## config.mk

```make
export PLATFORM = sky130hd
export DESIGN_NAME = booth_mult
export DESIGN_NICKNAME = d
export VERILOG_FILES = /design/src/rtl/booth_pkg.sv /design/src/rtl/booth_addsub.sv /design/src/rtl/booth_dp.sv /design/src/rtl/booth_ctrl.sv /design/src/rtl/booth_mult.sv
export SDC_FILE = /design/constraint.sdc
export NUM_CORES = 1
export LEC_CHECK = 0
export ABC_AREA = 0
export BUFFER_PORTS_ARGS = -buffer_cell sky130_fd_sc_hd__buf_2
export CORE_MARGIN = 3
export CORE_UTILIZATION = 30
export DETAILED_ROUTE_END_ITERATION = 12
export SLEW_MARGIN = 25
export SYNTH_ARGS = -nofsm -noshare
export SYNTH_HDL_FRONTEND = slang
export SYNTH_HIERARCHICAL = 1
export SYNTH_SLANG_ARGS = --single-unit
```

## constraint.sdc

```tcl
create_clock -name clk -period 3.86 [get_ports clk]
set_input_delay 0.386 -clock clk [delete_from_list [all_inputs] [get_ports clk]]
set_output_delay 0.386 -clock clk [all_outputs]
set_load 0.02 [all_outputs]
```

## src/rtl/booth_pkg.sv

```systemverilog
package booth_pkg;

  // Strobes from the sequencer to the datapath.
  typedef struct packed {
    logic clearR;
    logic loadMd;
    logic loadMr;
    logic step;
  } boothStrobes_t;

  typedef enum logic [1:0] {
    OP_NONE = 2'd0,
    OP_ADD  = 2'd1,
    OP_SUB  = 2'd2
  } boothOp_t;

endpackage

```

## src/rtl/booth_addsub.sv

```systemverilog
module booth_addsub
  import booth_pkg::*;
#(
  parameter int OP_W = 5,
  localparam int AW = OP_W + 1
) (
  input  logic [OP_W-1:0] hiIn,
  input  logic [OP_W-1:0] mdIn,
  input  boothOp_t        op,
  output logic [AW-1:0]   accOut
);

  logic [AW-1:0] hiExt;
  logic [AW-1:0] mdExt;

  assign hiExt = {hiIn[OP_W-1], hiIn};
  assign mdExt = {mdIn[OP_W-1], mdIn};

  always_comb begin
    unique case (op)
      OP_ADD:  accOut = hiExt + mdExt;
      OP_SUB:  accOut = hiExt - mdExt;
      default: accOut = hiExt;
    endcase
  end

endmodule

```

## src/rtl/booth_dp.sv

```systemverilog
module booth_dp
  import booth_pkg::*;
#(
  parameter int OP_W = 5,
  localparam int PW = 2 * OP_W,
  localparam int AW = OP_W + 1
) (
  input  logic          clk,
  input  logic          rstN,
  input  boothStrobes_t strobes,
  input  logic [OP_W-1:0] mdIn,
  input  logic [OP_W-1:0] mrIn,
  output logic [PW-1:0]   product
);

  logic [PW-1:0]   resReg;
  logic            guardBit;
  logic [OP_W-1:0] mdReg;
  boothOp_t        stepOp;
  logic [AW-1:0]   accOut;

  // Recode the two lowest bits into an action.
  always_comb begin
    unique case ({resReg[0], guardBit})
      2'b10:   stepOp = OP_SUB;
      2'b01:   stepOp = OP_ADD;
      default: stepOp = OP_NONE;
    endcase
  end

  booth_addsub #(.OP_W(OP_W)) u_addsub (
    .hiIn   (resReg[PW-1:OP_W]),
    .mdIn   (mdReg),
    .op     (stepOp),
    .accOut (accOut)
  );

  always_ff @(posedge clk or negedge rstN) begin
    if (!rstN) begin
      mdReg <= '0;
    end else if (strobes.loadMd) begin
      mdReg <= mdIn;
    end
  end

  always_ff @(posedge clk or negedge rstN) begin
    if (!rstN) begin
      resReg   <= '0;
      guardBit <= 1'b0;
    end else if (strobes.step) begin
      resReg   <= {accOut, resReg[OP_W-1:1]};
      guardBit <= resReg[0];
    end else if (strobes.clearR) begin
      resReg   <= '0;
      guardBit <= 1'b0;
    end else if (strobes.loadMr) begin
      resReg   <= {{OP_W{1'b0}}, mrIn};
      guardBit <= 1'b0;
    end
  end

  assign product = resReg;

  // clearing empties the result register
  assert_clear_R2: assert property (@(posedge clk) disable iff (!rstN)
    (strobes.clearR && !strobes.step) |=> (resReg == '0 && !guardBit));

  // multiplier lands in the low half, upper half zero
  assert_load_mr_R3: assert property (@(posedge clk) disable iff (!rstN)
    (strobes.loadMr && !strobes.clearR && !strobes.step)
      |=> (resReg == {{OP_W{1'b0}}, $past(mrIn)}));

  // the guard bit takes the bit shifted out of position 0
  assert_guard_shift_R6: assert property (@(posedge clk) disable iff (!rstN)
    strobes.step |=> (guardBit == $past(resReg[0])));

  // with no action selected the upper half only shifts, keeping its sign
  assert_nop_shift_R6: assert property (@(posedge clk) disable iff (!rstN)
    (strobes.step && (resReg[0] == guardBit))
      |=> (resReg[PW-1] == $past(resReg[PW-1])));

  // multiplicand holds unless a load strobe arrives
  assert_md_hold_R4: assert property (@(posedge clk) disable iff (!rstN)
    !strobes.loadMd |=> $stable(mdReg));

endmodule

```

## src/rtl/booth_ctrl.sv

```systemverilog
module booth_ctrl
  import booth_pkg::*;
#(
  parameter int OP_W = 5,
  localparam int CNT_W = (OP_W > 1) ? $clog2(OP_W) : 1
) (
  input  logic          clk,
  input  logic          rstN,
  input  logic          clearR,
  input  logic          loadMd,
  input  logic          loadMr,
  input  logic          start,
  output boothStrobes_t strobes,
  output logic          busy,
  output logic          done
);

  localparam logic [CNT_W-1:0] LAST_STEP = CNT_W'(OP_W - 1);

  logic             runReg;
  logic             doneReg;
  logic [CNT_W-1:0] stepCnt;
  logic             lastStep;

  assign lastStep = runReg && (stepCnt == LAST_STEP);

  // Requests are honoured only while idle; a run only steps.
  always_comb begin
    strobes.clearR = !runReg && clearR;
    strobes.loadMd = !runReg && loadMd;
    strobes.loadMr = !runReg && loadMr && !clearR;
    strobes.step   = runReg;
  end

  always_ff @(posedge clk or negedge rstN) begin
    if (!rstN) begin
      runReg  <= 1'b0;
      doneReg <= 1'b0;
      stepCnt <= '0;
    end else begin
      doneReg <= lastStep;
      if (!runReg) begin
        if (start) begin
          runReg  <= 1'b1;
          stepCnt <= '0;
        end
      end else if (lastStep) begin
        runReg  <= 1'b0;
        stepCnt <= '0;
      end else begin
        stepCnt <= stepCnt + 1'b1;
      end
    end
  end

  assign busy = runReg;
  assign done = doneReg;

  // accepted start raises busy next cycle
  assert_start_busy_R5: assert property (@(posedge clk) disable iff (!rstN)
    (!runReg && start) |=> runReg);

  // done is a single-cycle pulse
  assert_done_pulse_R5: assert property (@(posedge clk) disable iff (!rstN)
    doneReg |=> !doneReg);

  // done follows exactly when busy drops
  assert_done_at_end_R5: assert property (@(posedge clk) disable iff (!rstN)
    $fell(runReg) |-> doneReg);

  // done never overlaps a run
  assert_done_idle_R5: assert property (@(posedge clk) disable iff (!rstN)
    doneReg |-> !runReg);

  // a run ignores load and clear requests
  assert_busy_quiet_R8: assert property (@(posedge clk) disable iff (!rstN)
    runReg |-> !(strobes.clearR || strobes.loadMd || strobes.loadMr));

endmodule

```

## src/rtl/booth_mult.sv

```systemverilog
module booth_mult
  import booth_pkg::*;
#(
  parameter int OP_W = 5,
  localparam int PW = 2 * OP_W
) (
  input  logic            clk,
  input  logic            rstN,
  input  logic            clearR,
  input  logic            loadMd,
  input  logic            loadMr,
  input  logic            start,
  input  logic [OP_W-1:0] mdIn,
  input  logic [OP_W-1:0] mrIn,
  output logic [PW-1:0]   product,
  output logic            busy,
  output logic            done
);

  boothStrobes_t strobes;

  booth_ctrl #(.OP_W(OP_W)) u_ctrl (
    .clk     (clk),
    .rstN    (rstN),
    .clearR  (clearR),
    .loadMd  (loadMd),
    .loadMr  (loadMr),
    .start   (start),
    .strobes (strobes),
    .busy    (busy),
    .done    (done)
  );

  booth_dp #(.OP_W(OP_W)) u_dp (
    .clk     (clk),
    .rstN    (rstN),
    .strobes (strobes),
    .mdIn    (mdIn),
    .mrIn    (mrIn),
    .product (product)
  );

endmodule

```

---- After elaboration in Yosys (flattened, before gate mapping) ----
Cells that the tools add are included.
cells by class
  add/subtract/negate cells ............... 3
  equal/unequal tests ..................... 6
  muxes and demuxes ....................... 14
  reduce and logical (&&, ||, !) cells .... 10
operators with widths
  operator                                                                  count
  10-bit 2-to-1 mux                                                         3
  6-bit case mux with 2 select lines                                        1
  3-bit 2-to-1 mux                                                          3
  5-bit by 5-bit adder with 6-bit output                                    1
  1-bit 2-to-1 mux                                                          6
  5-bit by 5-bit subtractor with 6-bit output                               1
  1-bit logical AND                                                         5
  2-bit by 1-bit == test with 1-bit output (second input constant)          2
  2-bit == test (second input constant)                                     2
  2-bit case mux with 2 select lines                                        1
  3-bit by 1-bit adder with 3-bit output (second input constant)            1
  3-bit == test (second input constant)                                     1
  3-bit by 1-bit inequality test with 1-bit output (second input constant)  1
  3-bit nonzero test                                                        1
  1-bit zero test                                                           2
  2-bit AND reduction                                                       1
  2-bit nonzero test                                                        1
storage, ports and cells
  bits in registers ....................... 21
  input bits .............................. 16
  output and inout port bits .............. 12
  word-level logic and storage cells ...... 40

---- Depth between registers and ports, before layout ----
Gate-level depths: netlist of the first run.
  depth after elaboration ................. 6
  depth in mapped cells ................... 13
  mapped depth without buffers ............ 12

---- Modules after synthesis ----
The synthesis of the first run kept the hierarchy.
by module, submodules not included
  module        times used  cells an instance  area an instance (µm²)  seq. area each (µm²)
  booth_dp      1           54                 709.4                   400.4
  booth_addsub  1           55                 440.4                   0.0
  booth_ctrl    1           25                 266.5                   125.1

---- Least setup slack after synthesis of the first run ----
No wires, ideal clock.
  kind .................................... reg-to-reg
  start point ............................. register u_dp.resReg[0] (netlist: u_dp/product[0])
  end point ............................... register u_dp.resReg[9] (netlist: u_dp/product[9])
  library setup time ...................... 0.121 ns
  arrival time ............................ 2.477 ns
  required time ........................... 3.739 ns
  setup slack ............................. 1.262 ns
  cell stages (with the launch flop) ...... 14
  buffers on the path ..................... 1
  clock period less this slack ............ 2.598 ns
  cell sequence ........................... dfrtp_1 -> nor2b_1 -> inv_1 -> ha_1 -> buf_4 -> a21oi_1 -> xnor2_1 -> ha_1 -> a21oi_1 -> nand2_1 -> a41oi_4 -> mux2i_1 -> nand4b_1 -> a22o_1
between the ends
  longest elaborated chain between the ends .. 5
  elaborated cells between the ends (all ways) .. 9
  those cells by class .................... 5 x eq/ne; 3 x mux; 1 x reduce/logical
ends and longest elaborated chain
  what                                                                       RTL line            text
  from (decl)                                                                booth_dp.sv:16      logic [PW-1:0] resReg;
  from (signal assigned)                                                     booth_dp.sv:51      resReg <= {accOut, resReg[OP_W-1:1]};
  from (signal assigned)                                                     booth_dp.sv:57      resReg <= {{OP_W{1'b0}}, mrIn};
  2-bit by 1-bit == test with 1-bit output or 2-bit == test (tied branches)  booth_dp.sv:24      unique case ({resReg[0], guardBit})
  2-bit case mux with 2 select lines (*)                                     booth_dp.sv:24
  via u_dp.stepOp[0]                                                         booth_dp.sv:19      boothOp_t stepOp;
  2-bit == test or 2-bit by 1-bit == test with 1-bit output (tied branches)  booth_addsub.sv:20  unique case (op)
  6-bit case mux with 2 select lines (*)                                     booth_addsub.sv:20
  via u_dp.accOut[5]                                                         booth_dp.sv:20      logic [AW-1:0] accOut;
  10-bit 2-to-1 mux (*)                                                      booth_dp.sv:50      end else if (strobes.step) begin
Mark *: on every way through the listed nets, which the timed path passes. The rest lies on a longest branch.
A chain may end at the register's enable or synchronous reset.

---- Final worst setup path of the first run ----
  start point ............................. register u_dp.guardBit
  end point ............................... register u_dp.resReg[9] (netlist: u_dp/product[9])
between the ends
  longest elaborated chain between the ends .. 5
  elaborated cells between the ends (all ways) .. 9
  those cells by class .................... 5 x eq/ne; 3 x mux; 1 x reduce/logical
ends and longest elaborated chain
  what                                                                       RTL line            text
  from (decl)                                                                booth_dp.sv:17      logic guardBit;
  from (signal assigned)                                                     booth_dp.sv:52      guardBit <= resReg[0];
  2-bit by 1-bit == test with 1-bit output or 2-bit == test (tied branches)  booth_dp.sv:24
  2-bit case mux with 2 select lines (*)                                     booth_dp.sv:24
  via u_dp.stepOp[0]                                                         booth_dp.sv:19
  2-bit == test or 2-bit by 1-bit == test with 1-bit output (tied branches)  booth_addsub.sv:20
  6-bit case mux with 2 select lines (*)                                     booth_addsub.sv:20
  via u_dp.accOut[5]                                                         booth_dp.sv:20
  10-bit 2-to-1 mux (*)                                                      booth_dp.sv:50
Marked as above.

==> results of run 1 <==
power breakdown:
part | internal [mW] | switching, mW | total, mW | leakage [nW]
clock | 0.0735 | 0.0726 | 0.146 | 0.0228
combinational | 0.557 | 0.600 | 1.16 | 0.456
sequential | 0.329 | 0.130 | 0.460 | 0.257
registers in the layout (all words and copies together) (netlist names):
signal,count
u_dp/mdReg,5
u_ctrl/stepCnt,3
u_ctrl/done,1
u_dp/guardBit,1
u_ctrl/busy,1
u_dp/product,10
metrics by stage:
stage | setup slack (ns) | util, % | power (mW)
finish | 1.21 | 36.3 | 1.76
floorplan | 1.26 | - | 1.41
global placement | 1.29 | 35.3 | 1.61
global route | 1.03 | 36.3 | 1.94
detailed placement | 1.21 | 35.3 | 1.62
CTS | 1.20 | 36.3 | 1.78
layer usage:
layer / vias to the layer above / track usage [%] / share of wire [%]
li1: 521 / - / -
met1: 482 / 14.8 / 50
met2: 21 / 16.8 / 46
met3: 2 / 3.20 / 4.3
met4: 0 / 2.37 / 0.36
met5: - / 0 / 0
logic make-up (layout without fill, tap and decap cells):
group	after synthesis	after routing	share of synthesized area, %
flip-flops	21	21	37.1
AND/OR/NAND/NOR	40	40	15.5
multiplexers	15	15	11.2
XOR/XNOR	6	6	3.71
adder cells (fa/ha/maj)	10	10	9.36
AO/OA/AOI/OAI	29	29	17.4
buffers and inverters	13	39	5.65
worst register-to-register path, stage by stage (launching register included):
cell and delay, ns:
dfrtp_1 0.39, nor2b_1 0.13, inv_1 0.05, ha_1 0.32, mux2i_1 0.36, ha_1 0.30
a21o_1 0.20, a41oi_4 0.25, mux2i_1 0.21, nand4b_1 0.10, a22o_1 0.23
layout make-up:
cell class                 count  area (um^2)  share of cell area, %
tap                           52         65.1                   4.03
inverter                       7         26.3                   1.63
timing repair buffer          28          143                   8.83
clock buffer                   4         45.0                   2.79
sequential                    21          526                   32.5
multi-input combinational    100          811                   50.2
worst paths after layout:
path / to / slack, ns / cells past startpoint
worst max-delay path: u_dp/product[9] / 1.21 / 10
worst min-delay path: u_dp/mdReg[3] / 0.08 / 1
worst max register to register: u_dp/product[9] / 1.21 / 10
worst min register to register: u_dp/product[0] / 0.51 / 2
max in group asynchronous: u_dp/guardBit / 3.45 / 1
min in group clk: u_ctrl/stepCnt[1] / 0.33 / 2
layout by cell type (no fill, tap or decap), types with 6 or more instances in the layout:
cell type,netlist,layout
buf_2,1,27
dfrtp_1,21,21
nand2_1,12,12
nor2b_1,10,10
ha_1,9,9
mux2i_1,8,8
a21oi_1,7,7
mux2_2,7,7
inv_1,6,6
==> results.json, run 1 <==
{
  "rows": 24,
  "ctsHtreeMaxLevel": 1,
  "finalHoldViolations": 0,
  "ys_async_sr_fraction_pct": 100,
  "cts_made_buffers": 3,
  "critPathBufInv": 1,
  "io_pins": 28,
  "cp.arrival_ns": 2.81,
  "critPathLaunchType": "flip-flop",
  "cp_slowest_stage_delay_ns": 0.39,
  "irDropWorstVdd_uv": 366,
  "drt_pre_antenna_iters": 4,
  "hold_path.class": "primary input to asynchronous set/reset pin",
  "cellLeakagePower_nw": 0.736,
  "powerDensity_nw_per_um2": 1090,
  "fin_crit_sh_pct": 68.7,
  "grt_pass1_wl_um": 4630,
  "areaGrowthSynthToFinish_pct": 14.0,
  "final_max_slew_viol_count": 0,
  "fin_worst_skew_ns": 0.00402,
  "end_kind": "flip-flop",
  "synth_edf_count": 0,
  "critPathMaxFanout": 7,
  "ys_seq_area_share_pct": 37.1,
  "finalInstanceArea_um2": 1620,
  "fillers": 473,
  "setup.worst_path.start": "u_dp/guardBit",
  "synth-seq-cells": 21,
  "antenna_cells": 0,
  "fmax_mhz": 377,
  "place.gp.congestion": 0.782,
  "drc": 0,
  "cpLargestDelayFamily": "compound AO/OA/AOI/OAI gates",
  "synth_area_leaders": "dfrtp_1, ha_1, mux2i_1, mux2_2, nor2b_1",
  "synthTopCellsByCount": "dfrtp_1, nand2_1, nor2b_1",
  "nets": 187,
  "core-area_um2": 4440,
  "ys_warn_count": 6,
  "clock_latency_ns": 0.26,
  "crit_required_ns": 4.01,
  "vias_per_cell": 4.84,
  "overflow": 0,
  "post_cts_buffers": 0,
  "path_cells": "nor2b_1, inv_1, ha_1, mux2i_1, ha_1, a21o_1, a41oi_4, mux2i_1, nand4b_1, a22o_1",
  "final_cells": 212,
  "clockRootBuffer": "clkbuf_8",
  "clkTransAtPathRegs_ns": 0.08,
  "clockBufferDepth": 2,
  "relSlewSlack_pct": 40.1,
  "synth_area_um2": 1420,
  "yosysTopAreaCell": "dfrtp_1",
  "syn_area_per_cell_um2": 10.6,
  "totalWireLength_um": 2790,
  "setup_viol": 0,
  "rsz0062_at_grt": "no",
  "placed_area_um2": 1570,
  "cts_tree": "done",
  "slowest_stage": "dfrtp_1",
  "synth.most_common_cell": "dfrtp_1",
  "layout-drive-gt1-share_pct": 31.3,
  "cts_resized": 0,
  "worst-slew-pin-transition_ns": 0.899,
  "tns_ns": 0,
  "port_buffers": 27,
  "whs_ns": 0.0757,
  "synth_ff_type": "dfrtp_1",
  "antenna_found_initial": 0,
  "r2r-start": "u_dp/guardBit",
  "synth_top_cell_area_share_pct": 37.1,
  "cts_sinks": 21,
  "synth_cells": 134,
  "vias": 1026,
  "hold_buffers": 0,
  "track_usage_pct": 10.8,
  "fp.dieW_um": 74.7,
  "status": "complete, no violations",
  "cap_violations": 0,
  "drt_iter0_markers": 28,
  "drt-wirelength-per-cell_um": 13.2,
  "dieArea_um2": 5580,
  "grt_start_max_net_pins": 31,
  "start_util_pct": 31.9,
  "synth_nets": 160,
  "ys_types": 39,
  "grt_pass1_vias": 953,
  "dp_hpwl_um": 2090,
  "drtAntennaViolNets": 0,
  "crit_type": "flip-flop to flip-flop",
  "die_h_um": 74.7,
  "placed_cells": 208,
  "layout_min_cycle_time_ns": 2.65
}
No activity file was read; power rests on OpenSTA's default activity.
==> run 2: changes to the inputs <==
==> constraint.sdc (replaced) <==
create_clock -name clk -period 2.3 [get_ports clk]
set_input_delay 0.23 -clock clk [delete_from_list [all_inputs] [get_ports clk]]
set_output_delay 0.23 -clock clk [all_outputs]
set_load 0.02 [all_outputs]
==> results.json, run 2 (synthesis results as in run 1) <==
{
  "track_usage_pct": 12.0,
  "nets": 202,
  "status": "complete, but fails checks",
  "cts_made_buffers": 3,
  "p_sw_share_pct": 43.2,
  "worst-slew-pin-transition_ns": 0.494,
  "drtAntennaViolNets": 0,
  "min_from": "start",
  "final_cell_mix": "buf_2, dfrtp_1, buf_4",
  "postLayoutCoreUtil_pct": 39.8,
  "crit_type": "flip-flop to flip-flop",
  "clock_latency_ns": 0.26,
  "rsz0062_at_grt": "yes",
  "reg2reg_depth": 13,
  "antenna_cells": 0,
  "p_clk_share_pct": 7.3,
  "comb_power_share_pct": 71.5,
  "core-area_um2": 4440,
  "critPathLaunchType": "flip-flop",
  "layout_setup_ws_ns": -0.0804,
  "antenna_found_initial": 0,
  "vias_per_cell": 4.81,
  "dp_slack_ns": -0.148,
  "overflow": 0,
  "final_max_slew_viol_count": 0,
  "drt-wirelength-per-cell_um": 13.2,
  "fp.dieW_um": 74.7,
  "end_kind": "flip-flop",
  "fin_crit_sh_pct": 103,
  "dp_hpwl_um": 2240,
  "finalHoldViolations": 0,
  "cap_violations": 0,
  "dieArea_um2": 5580,
  "power.internal_mw": 1.94,
  "failed_checks": "negative setup slack",
  "powerDensity_nw_per_um2": 1930,
  "vias": 1093,
  "timing.rr.end": "u_dp/product[9]",
  "critPathMaxFanout": 5,
  "irDropWorstVdd_uv": 761,
  "rows": 24,
  "drt_iter0_markers": 29,
  "largest_reg_flops": 10,
  "drt_pre_antenna_iters": 4,
  "p_switching_mw": 1.47,
  "r2r-start": "u_dp/product[0]",
  "clockRootBuffer": "clkbuf_8",
  "cellLeakagePower_nw": 0.809,
  "grt_pass1_vias": 1102,
  "hold_depth": 2,
  "hold_end": "u_ctrl/stepCnt[1]",
  "crit_required_ns": 2.46,
  "fmax_mhz": 420,
  "hold_path.class": "primary input to flip-flop",
  "finalInstanceArea_um2": 1770,
  "areaGrowthSynthToFinish_pct": 24.8,
  "fin_worst_skew_ns": 0.00209,
  "cts_sinks": 21,
  "drc": 0,
  "power_frac_seq_pct": 21.2,
  "totalWireLength_um": 3000,
  "layout_min_cycle_time_ns": 2.38,
  "fillers": 461,
  "setup_viol": 1,
  "placed_area_um2": 1670,
  "final_common_cell": "buf_2",
  "port_buffers": 27,
  "relSlewSlack_pct": 67.1,
  "clkTransAtPathRegs_ns": 0.08,
  "clockBufferDepth": 2,
  "layout-drive-gt1-share_pct": 42.3,
  "cts_tree": "done",
  "reg2reg_slack_ns": -0.08,
  "start_util_pct": 31.9,
  "place.gp.congestion": 0.832,
  "cp.arrival_ns": 2.54,
  "grt_pass1_wl_um": 5070,
  "die_h_um": 74.7,
  "grt_start_max_net_pins": 26,
  "io_pins": 28,
  "ctsHtreeMaxLevel": 1
}
run 2: cell count changes in the layout (fill, tap and decap cells not counted), moves of 2 or more:
cell     change
buf_4       +14
ha_1         -2
a21oi_2      +3
a21oi_1      -3
run 2: worst max-delay path, cell delays in order, from the launching register on:
cell      delay, ns
dfrtp_2        0.42
nor2b_1        0.11
inv_1          0.07
ha_4           0.18
a21oi_2        0.11
xnor2_1        0.13
ha_1           0.28
a21oi_2        0.15
nand2_2        0.08
a41oi_4        0.20
buf_4          0.14
a21oi_1        0.03
nand4b_1       0.16
a22o_1         0.21
run 2: layout make-up:
cell class / instances / area, um^2 / area share [%]
Multi-Input combinational cell: 100 / 846 / 47.8
Inverter: 7 / 26.3 / 1.49
Clock buffer: 3 / 41.3 / 2.34
Timing Repair Buffer: 43 / 258 / 14.6
Sequential cell: 21 / 527 / 29.8
Tap cell: 52 / 65.1 / 3.68
Clock inverter: 1 / 5.00 / 0.283
run 2: stage by stage:
| stage | setup TNS (ns) | hold slack (ns) | cells | total power, mW |
|---|---|---|---|---|
| floorplan | -0.241 | -0.0656 | 134 | 2.40 |
| global placement | -0.0869 | 0.230 | 220 | 2.97 |
| detailed placement | -0.244 | 0.233 | 220 | 3.00 |
| CTS | -0.0917 | 0.167 | 226 | 3.36 |
| global route | -0.411 | 0.184 | 227 | 3.73 |
| finish | -0.0804 | 0.173 | 227 | 3.41 |
run 2: timing repair:
action                     4_1_cts  5_1_grt
gates resized for setup          4        3
setup endpoints to repair        4        3
hold endpoints to repair        21        0
pin swaps                        4        1
buffers inserted                 1        1
hold buffers                     1        0
cloned                           0        0
run 2: worst max path at each step:
stage	from	endpoint	slack, ns	cells after the start
4_1_cts	u_dp/product[0]	u_dp/product[9]	-0.09	12
3_5_place_dp	u_dp/guardBit	u_dp/product[9]	-0.15	10
6_report	u_dp/product[0]	u_dp/product[9]	-0.08	13
5_1_grt	u_dp/product[0]	u_dp/product[9]	-0.24	12
2_1_floorplan	u_dp/product[0]	u_dp/product[9]	-0.18	13
3_3_place_gp	u_dp/guardBit	u_dp/product[9]	-0.06	10
run 2: routing by layer:
layer,vias up,routed length [um],track usage (%)
met5,-,0,0
met4,0,23,2.96
met3,2,80,2.94
met2,14,1480,20.7
met1,527,1420,15.0
li1,550,-,-
run 2: power groups by stage:
stage	Combinational, mW	Clock (mW)	Sequential (mW)
floorplan	1.58	0	0.821
global placement	2.24	0	0.730
detailed placement	2.27	0	0.730
CTS	2.37	0.263	0.726
global route	2.71	0.276	0.751
finish	2.44	0.251	0.723
==> run 3: changes to the inputs <==
--- a/config.mk
+++ b/config.mk
@@ -7,9 +7,13 @@
 export LEC_CHECK = 0
 export ABC_AREA = 0
 export BUFFER_PORTS_ARGS = -buffer_cell sky130_fd_sc_hd__buf_2
+export CELL_PAD_IN_SITES_DETAIL_PLACEMENT = 1
+export CELL_PAD_IN_SITES_GLOBAL_PLACEMENT = 2
 export CORE_MARGIN = 3
 export CORE_UTILIZATION = 30
+export CTS_BUF_LIST = sky130_fd_sc_hd__clkbuf_4
 export DETAILED_ROUTE_END_ITERATION = 12
+export PLACE_DENSITY_LB_ADDON = 0.1
 export SLEW_MARGIN = 25
 export SYNTH_ARGS = -nofsm -noshare
 export SYNTH_HDL_FRONTEND = slang
==> results.json, run 3 (synthesis results as in run 1) <==
{
  "slowest_stage": "dfrtp_2",
  "reg2reg_slack_ns": -0.16,
  "largest_reg_flops": 10,
  "nets": 204,
  "antenna_cells": 0,
  "crit_type": "flip-flop to flip-flop",
  "io_pins": 28,
  "cp_slowest_stage_delay_ns": 0.46,
  "hold_depth": 2,
  "layout_min_cycle_time_ns": 2.46,
  "port_buffers": 27,
  "overflow": 0,
  "fin_worst_skew_ns": 0.0130,
  "worst-slew-pin-transition_ns": 0.519,
  "die_h_um": 74.7,
  "track_usage_pct": 11.8,
  "hold_path.class": "primary input to flip-flop",
  "clock_latency_ns": 0.31,
  "layout-drive-gt1-share_pct": 47.5,
  "start_util_pct": 31.9,
  "finalHoldViolations": 0,
  "cts_made_buffers": 3,
  "vias": 1138,
  "setup_viol": 3,
  "core-area_um2": 4440,
  "final_max_slew_viol_count": 0,
  "grt_pass1_vias": 1137,
  "cap_violations": 0,
  "drt_iter0_markers": 22,
  "cts_sinks": 21,
  "ctsHtreeMaxLevel": 1,
  "dp_hpwl_um": 2490,
  "path_cells": "nor2b_2, ha_4, a21oi_4, xnor2_2, ha_1, a21oi_2, nand2_2, a41oi_4, mux2i_1, nand4b_1, a22o_1",
  "rsz0062_at_grt": "yes",
  "final_common_cell": "buf_2",
  "clockBufferDepth": 2,
  "final_cell_mix": "buf_2, dfrtp_1, buf_4",
  "min_from": "start",
  "timing.rr.end": "u_dp/product[9]",
  "relSlewSlack_pct": 65.4,
  "fin_crit_sh_pct": 107,
  "grt_pass1_wl_um": 5110,
  "vias_per_cell": 4.97,
  "fmax_mhz": 406,
  "dieArea_um2": 5580,
  "clkTransAtPathRegs_ns": 0.13,
  "antenna_found_initial": 0,
  "areaGrowthSynthToFinish_pct": 29.2,
  "crit_required_ns": 2.52,
  "cts_tree": "done",
  "critPathMaxFanout": 6,
  "drt-wirelength-per-cell_um": 14.1,
  "end_kind": "flip-flop",
  "hold_end": "u_ctrl/stepCnt[1]",
  "critPathLaunchType": "flip-flop",
  "rows": 24,
  "reg2reg_depth": 11,
  "cp.arrival_ns": 2.68,
  "r2r-start": "u_dp/product[0]",
  "layout_setup_ws_ns": -0.161,
  "grt_start_max_net_pins": 22,
  "place.gp.congestion": 0.754,
  "totalWireLength_um": 3230,
  "drtAntennaViolNets": 0,
  "clockRootBuffer": "clkbuf_4",
  "failed_checks": "negative setup slack",
  "fp.dieW_um": 74.7,
  "drt_pre_antenna_iters": 3,
  "tns_ns": -0.293,
  "drc": 0,
  "status": "complete, but fails checks"
}
-- run 3: what timing repair did --
item                                    in CTS  in global routing
hold buffers                                 1                  0
cloned                                       0                  0
endpoints found under the setup margin       4                  5
pin swaps                                    1                 14
endpoints found under the hold margin       21                  0
setup buffers                                1                  2
resized for setup                            3                 18
-- run 3: worst max-delay path by stage --
stage                          startpoint              end  cells after the start
after floorplan           u_dp/product[0]  u_dp/product[9]                     13
after global placement    u_dp/product[0]  u_dp/product[9]                     12
after detailed placement  u_dp/product[0]  u_dp/product[9]                     12
after CTS                 u_dp/product[0]  u_dp/product[9]                     12
after global routing      u_dp/product[0]  u_dp/product[9]                     11
final                     u_dp/product[0]  u_dp/product[9]                     11
-- run 3: area by class of cell --
class                      instances  area, um^2
timing repair buffer              45         280
clock buffer                       4        30.0
fill                             506        2610
inverter                           7        26.3
multi-input combinational        100         902
tap                               52        65.1
sequential                        21         527
-- run 3: through the flow --
step                instances  hold slack [ns]  setup WS (ns)  cell area, um^2  util, %
floorplan                 134          -0.0656         -0.177             1430        -
global placement          221            0.227         -0.105             1680     37.8
detailed placement        221            0.239         -0.188             1680     37.8
CTS                       227            0.125         -0.148             1740     39.2
global route              229            0.116         -0.290             1830     41.2
finish                    229            0.139         -0.161             1830     41.2
-- run 3: metal layers --
| metal | share of wire (%) | routed length, um | vias up | track usage, % |
|---|---|---|---|---|
| met5 | 0 | 0 | - | 0 |
| met4 | 0.65 | 21 | 0 | 2.37 |
| met3 | 3.6 | 117 | 2 | 2.94 |
| met2 | 47 | 1530 | 20 | 20.7 |
| met1 | 48 | 1560 | 559 | 14.8 |
| li1 | - | - | 557 | - |
-- run 3: worst max-delay path, delay by kind of cell (launching register included) --
family,cells,cell delay [ns]
AO/OA/AOI/OAI,4,0.73
adder cells (fa/ha/maj),2,0.54
flip-flops,1,0.46
AND/OR/NAND/NOR,3,0.35
multiplexers,1,0.21
XOR/XNOR,1,0.09
Power of run 3 is left out: the tool's default activity adds up to more than one toggle a clock period on the data nets, which glitch-free logic cannot reach.
